### src/rtl/dsc_pkg.sv
package dsc_pkg;
  typedef enum logic [1:0] {
    STALL_NONE   = 2'd0,
    STALL_RETIRE = 2'd1,
    STALL_REGS   = 2'd2,
    STALL_NEXT   = 2'd3
  } stall_e;
endpackage

### src/rtl/dsc_budget.sv
module dsc_budget #(
  parameter int DISP_W = 4,
  parameter int UOP_W  = 4,
  localparam int CNT_W = $clog2(DISP_W + 1)
) (
  input  logic             clk,
  input  logic             rst,
  input  logic             cyc_start,
  input  logic             fire,
  input  logic             fire_big,
  input  logic             fire_end,
  input  logic [CNT_W-1:0] fire_need,
  input  logic [UOP_W-1:0] in_uops,
  output logic [CNT_W-1:0] cur_avail,
  output logic             pending,
  output logic             carry_vld,
  output logic [CNT_W-1:0] carry_uops
);
  localparam logic [UOP_W-1:0] W_U = UOP_W'(DISP_W);
  localparam logic [CNT_W-1:0] W_C = CNT_W'(DISP_W);

  logic [CNT_W-1:0] avail_q, avail_d, start_avail, carry_take;
  logic [UOP_W-1:0] carry_q, carry_d, carry_left;

  always_comb begin
    start_avail = (carry_q >= W_U) ? '0 : CNT_W'(W_U - carry_q);
    cur_avail   = cyc_start ? start_avail : avail_q;
    carry_take  = cyc_start ? (W_C - start_avail) : '0;
    carry_left  = carry_q - UOP_W'(carry_take);
    pending     = (carry_left != '0);
    carry_vld   = cyc_start && (carry_q != '0);
    carry_uops  = carry_take;
  end

  always_comb begin
    avail_d = cur_avail;
    carry_d = carry_left;
    if (fire) begin
      avail_d = (fire_big || fire_end) ? '0 : (cur_avail - fire_need);
      if (fire_big) carry_d = in_uops - W_U;
    end
  end

  always_ff @(posedge clk) begin
    if (rst) begin
      avail_q <= W_C;
      carry_q <= '0;
    end else begin
      avail_q <= avail_d;
      carry_q <= carry_d;
    end
  end
endmodule

### src/rtl/dsc_admit.sv
module dsc_admit #(
  parameter int DISP_W = 4,
  parameter int UOP_W  = 4,
  localparam int CNT_W = $clog2(DISP_W + 1)
) (
  input  logic [UOP_W-1:0] in_uops,
  input  logic             in_begin,
  input  logic [CNT_W-1:0] cur_avail,
  input  logic             pending,
  output logic [CNT_W-1:0] need,
  output logic             big,
  output logic             slot_ok
);
  localparam logic [UOP_W-1:0] W_U = UOP_W'(DISP_W);
  localparam logic [CNT_W-1:0] W_C = CNT_W'(DISP_W);

  logic fresh;

  always_comb begin
    big     = (in_uops > W_U);
    need    = big ? W_C : CNT_W'(in_uops);
    fresh   = (cur_avail == W_C);
    slot_ok = !pending && (need <= cur_avail) &&
              (!in_begin || fresh) && (!big || fresh);
  end
endmodule

### src/rtl/dsc_resource.sv
module dsc_resource #(
  parameter int UOP_W = 4,
  parameter int ROB_W = 6
) (
  input  logic [UOP_W-1:0] in_uops,
  input  logic [ROB_W-1:0] rob_free,
  input  logic             rf_ok,
  input  logic             nxt_ok,
  input  logic             in_valid,
  input  logic             slot_ok,
  output logic             res_ok,
  output logic [1:0]       stall
);
  import dsc_pkg::*;
  localparam int CMP_W  = (ROB_W > UOP_W) ? ROB_W : UOP_W;
  localparam int N_CHK  = 3;

  logic [N_CHK-1:0] fail;
  stall_e           codes [N_CHK];
  stall_e           first;

  assign codes[0] = STALL_RETIRE;
  assign codes[1] = STALL_REGS;
  assign codes[2] = STALL_NEXT;

  always_comb begin
    fail[0] = CMP_W'(rob_free) < CMP_W'(in_uops);
    fail[1] = !rf_ok;
    fail[2] = !nxt_ok;
    res_ok  = (fail == '0);
    first   = STALL_NONE;
    for (int i = N_CHK - 1; i >= 0; i--) begin
      if (fail[i]) first = codes[i];
    end
    stall = (in_valid && slot_ok) ? first : STALL_NONE;
  end
endmodule

### src/rtl/disp_slot_ctrl.sv
module disp_slot_ctrl #(
  parameter int DISP_W = 4,
  parameter int UOP_W  = 4,
  parameter int ROB_W  = 6,
  localparam int CNT_W = $clog2(DISP_W + 1)
) (
  input  logic             clk,
  input  logic             rst,
  input  logic             cyc_start,
  input  logic             in_valid,
  output logic             in_ready,
  input  logic [UOP_W-1:0] in_uops,
  input  logic             in_begin,
  input  logic             in_end,
  input  logic [ROB_W-1:0] rob_free,
  input  logic             rf_ok,
  input  logic             nxt_ok,
  output logic             disp,
  output logic [CNT_W-1:0] disp_uops,
  output logic             carry_vld,
  output logic [CNT_W-1:0] carry_uops,
  output logic [1:0]       stall
);
  logic [CNT_W-1:0] cur_avail, need;
  logic             pending, big, slot_ok, res_ok;

  dsc_budget #(.DISP_W(DISP_W), .UOP_W(UOP_W)) u_budget (
    .clk(clk), .rst(rst), .cyc_start(cyc_start),
    .fire(disp), .fire_big(big), .fire_end(in_end), .fire_need(need),
    .in_uops(in_uops), .cur_avail(cur_avail), .pending(pending),
    .carry_vld(carry_vld), .carry_uops(carry_uops)
  );

  dsc_admit #(.DISP_W(DISP_W), .UOP_W(UOP_W)) u_admit (
    .in_uops(in_uops), .in_begin(in_begin), .cur_avail(cur_avail),
    .pending(pending), .need(need), .big(big), .slot_ok(slot_ok)
  );

  dsc_resource #(.UOP_W(UOP_W), .ROB_W(ROB_W)) u_res (
    .in_uops(in_uops), .rob_free(rob_free), .rf_ok(rf_ok), .nxt_ok(nxt_ok),
    .in_valid(in_valid), .slot_ok(slot_ok), .res_ok(res_ok), .stall(stall)
  );

  assign in_ready  = slot_ok && res_ok;
  assign disp      = in_valid && in_ready;
  assign disp_uops = disp ? need : '0;
endmodule

### config.mk
export PLATFORM = sky130hd
export DESIGN_NAME = disp_slot_ctrl
export DESIGN_NICKNAME = d
export VERILOG_FILES = /design/src/rtl/dsc_pkg.sv /design/src/rtl/dsc_budget.sv /design/src/rtl/dsc_admit.sv /design/src/rtl/dsc_resource.sv /design/src/rtl/disp_slot_ctrl.sv
export SDC_FILE = /design/constraint.sdc
export NUM_CORES = 1
export LEC_CHECK = 0
export BUFFER_PORTS_ARGS = -buffer_cell sky130_fd_sc_hd__buf_4
export CELL_PAD_IN_SITES_DETAIL_PLACEMENT = 1
export CELL_PAD_IN_SITES_GLOBAL_PLACEMENT = 1
export CORE_UTILIZATION = 38
export DETAILED_ROUTE_END_ITERATION = 8
export PLACE_DENSITY_LB_ADDON = 0.1
export SLEW_MARGIN = 20
export SYNTH_ARGS = -nofsm -noshare
export SYNTH_HDL_FRONTEND = slang
export SYNTH_SLANG_ARGS = --single-unit
### constraint.sdc
create_clock -name clk -period 4.71 [get_ports clk]
set_input_delay 0.471 -clock clk [delete_from_list [all_inputs] [get_ports clk]]
set_output_delay 0.471 -clock clk [all_outputs]
set_load 0.005 [all_outputs]
==> out/summary.md <==
After synthesis, the mean cell area works out to 8.30 um^2. In the post-synthesis netlist, the cell with the most instances is ha_1. The tools report the clock tree root driver cell as clkbuf_4. The worst register-to-register path has a setup slack of 1350 ps. For the pin with the worst max-slew slack, the measured transition is 542 ps.

The count of unique library cells instantiated by Yosys is 41, and the count of flip-flops with a built-in enable after synthesis is 0. The post-synth design cell area was 855 um^2. For the routing usage on met3, the log shows 0.0187. Category of the most critical setup path: register to output port. The synthesis warning total is 0. In this run the most used layer during global routing was met2.

The design draws 0.341 mW. For this run, the number of standard cells in the final layout without fillers is 159. Peak per-stage delay on the critical path: 430 ps. Routing usage on met1: 0.213.

0 antenna diodes ended up in the layout. After layout, the worst setup slack is 823 ps. Met2 track demand over resource in global routing: 0.347.

Counting along the longest clock path gives a buffer depth of 2. The setup TNS was 0 ps; the average wire per cell in the routed design was 13.0 um. The detailed router placed 816 vias in this run. The die area came out at 2440 um^2. The finished cells cover 1100 um^2. The worst register-to-register path ends at u_budget.avail_q[1]. The detailed router finished its first iteration with 8 violations. The cell at the slowest stage of the critical path was fa_1.

The overall fraction of global-route tracks in use is 0.186. The worst-case IR drop observed on VDD is 131 uV. The run gives 165 as the net total in the final layout. After detailed routing, the number of remaining DRC violations is 0. Post-CTS repair changed the size of 0 cells. By area the synthesized netlist is led by ha_1, dfxtp_1, fa_1, inv_1, and3_1. The fraction of the yosys area taken by sequential cells came out at 0.164. For this run, the top clock speed supported by timing is 257 MHz.

The flop and latch count out of synthesis came out at 7. The length in cells of the worst reg-to-reg path is 13, and the via-per-instance ratio is 5.13. Prior to clock tree synthesis, the placed netlist has a worst setup slack of 1060 ps. The tools report the initial core utilization as 0.419. Global routing finished with a remaining overflow of 0. The number of endpoints with negative hold slack in the final report came out at 0. The clock edge transition at the registers on the reported setup and hold paths is 50 ps. The routed design has 2070 um of wire.

For hold timing, the worst endpoint is u_budget.carry_q[2]. The run gives 0 as the final-report setup violation count. Kind of end point of the critical path: an output port. Across the run, the number of max-cap violations was 0. The final core utilization was 0.538; the first-pass GRT wire length was 3550 um. Final antenna-violating net count: 0. The final worst-path cycle share works out to 0.825. For the worst setup path, the data arrival time is 3420 ps.

The run gives 16 as the number of cell rows. The floorplan step set the die width to 49.4 um. In this run the post-CTS setup repair buffer count came out at 0. Synthesis produced a netlist with a net count of 135. For the top-level I/O count, the log shows 29.

The share of the synthesized area in the top cell type is 0.176. The number of hold buffers added after CTS was 0. Sorting the synthesized cells by how often they occur yields ha_1, inv_1, dfxtp_1, nor2_1.

The fraction of final layout cells with drive strength greater than 1 came out at 0.303. The via count of the first global-routing pass was 861. TritonCTS built the clock tree. The clock insertion delay at the later pin of the skew report is 250 ps.

The run finished with clean final reports. Power spread over the standard cell area amounts to 310 nW/um^2. The peak fanout along the critical path was 8; the hold slack was 469 ps. For the number of levels in the clock H-tree, the log shows 1. The worst hold path begins at rst.

The congestion estimate from routability-driven global placement came to 0.771. The die is 49.4 um tall. The critical path goes through inv_1, ha_1, nand2_1, ha_1, nand2_1, inv_1, fa_1, xor2_1, nand3_1, nor4_1, and3_1, nand2_4, nor2_1, buf_4. Synthesized netlist cell count: 103. Fill cells in the final layout number 278. The tools report the worst clock skew as 3.15 ps. The leakage power figure came out at 0.565 nW. The startpoint identified for the worst register-to-register timing path is u_budget.carry_q[0].

Setup repair after global routing left no endpoint under its margin. Category of the worst setup path launch point: a register. Fraction of registers with async set or reset after synthesis: 0. On the critical path the largest part of the delay comes from simple AND/OR/NAND/NOR gates. The worst path in the final design needs a cycle of 3890 ps, including I/O delays and setup. The total area inside the core boundary comes to 2040 um^2. The half-perimeter wire length after detailed placement came out at 1820 um. The growth of design area from synthesis to finish works out to 28.6%. The cell count of the worst hold path is 2, and the number of pins exceeding their max-slew limit in the final report is 0. Initial antenna violation count: 0. The library cell occupying the most area in the post-synthesis netlist is ha_1. TritonCTS created 3 clock buffers. Counting every sink on the clock net gives 7.

The critical path contains buffers and inverters numbering 3 combined. Pin count of the biggest net entering global routing: 13. In this run the cell area measured after placement is 1070 um^2. In this run the worst hold path is classified as primary input to register. The most frequently used flop master after synthesis was dfxtp_1.

The tools report the required arrival time at the worst endpoint as 4240 ps. The port buffer count came out at 28. The worst-case headroom to the max-slew limit is 0.639.

The run gives 4 as the count of TritonRoute iterations in the first routing pass. In this run, placement finished with an instance count of 155.
==> sequential cells by signal, summed over array words and instances, names as in the netlist <==
name,count
u_budget.carry_q,4
u_budget.avail_q,3
==> cell usage in the layout, fill, tap and decap left out, types with 2 or more instances in the layout <==
| cell | instances |
|---|---|
| a21boi_0 | 2 |
| a21oi_1 | 4 |
| a31oi_1 | 2 |
| and2_1 | 2 |
| and3_1 | 5 |
| buf_4 | 28 |
| clkbuf_4 | 3 |
| dfxtp_1 | 7 |
| fa_1 | 2 |
| ha_1 | 12 |
| inv_1 | 10 |
| inv_2 | 2 |
| mux2_4 | 2 |
| nand2_1 | 5 |
| nand2b_1 | 4 |
| nand3b_1 | 2 |
| nor2_1 | 7 |
| nor2b_1 | 3 |
| nor3_1 | 2 |
| nor4_1 | 3 |
| o21ai_0 | 2 |
| o22ai_1 | 2 |
| xor2_1 | 2 |
==> layout make-up <==
type	instances	area, um^2	share of cell area
multi-input combinational	81	643	0.585
timing repair buffer	28	210	0.191
sequential	7	140	0.128
inverter	12	45.0	0.0410
tap	27	33.8	0.0308
clock buffer	4	26.3	0.0239
==> routing by layer <==
metal,share of wire,vias up
li1,-,420
met1,0.44,366
met2,0.50,25
met3,0.038,5
met4,0.021,0
met5,0,-
==> cells by family (layout without fill, tap and decap cells) <==
kind of cell / Yosys count / in the layout / share of synthesized area
xor gates and xnor gates: 3 / 3 / 0.0308
muxes: 2 / 2 / 0.0351
and+or+nand+nor: 42 / 42 / 0.293
adders and majority gates: 14 / 14 / 0.223
buffers and inverters: 15 / 44 / 0.0835
DFF: 7 / 7 / 0.164
AOI/OAI and AO/OA: 20 / 20 / 0.171
==> where the power goes <==
part	internal [mW]	switching [mW]
combinational	0.101	0.110
clock	0.0323	0.0222
sequential	0.0694	0.00513
total	0.203	0.138
==> worst max-delay path by stage <==
stage	startpoint	to	cells past startpoint
global route	u_budget.carry_q[0]	disp_uops[1]	14
finish	u_budget.carry_q[0]	disp_uops[1]	14
global placement	u_budget.carry_q[0]	disp_uops[2]	14
detailed placement	u_budget.carry_q[0]	disp_uops[1]	14
floorplan	u_budget.carry_q[0]	stall[0]	13
CTS	u_budget.carry_q[0]	disp_uops[1]	14
Note: power is estimated with default switching activity, not from simulation.
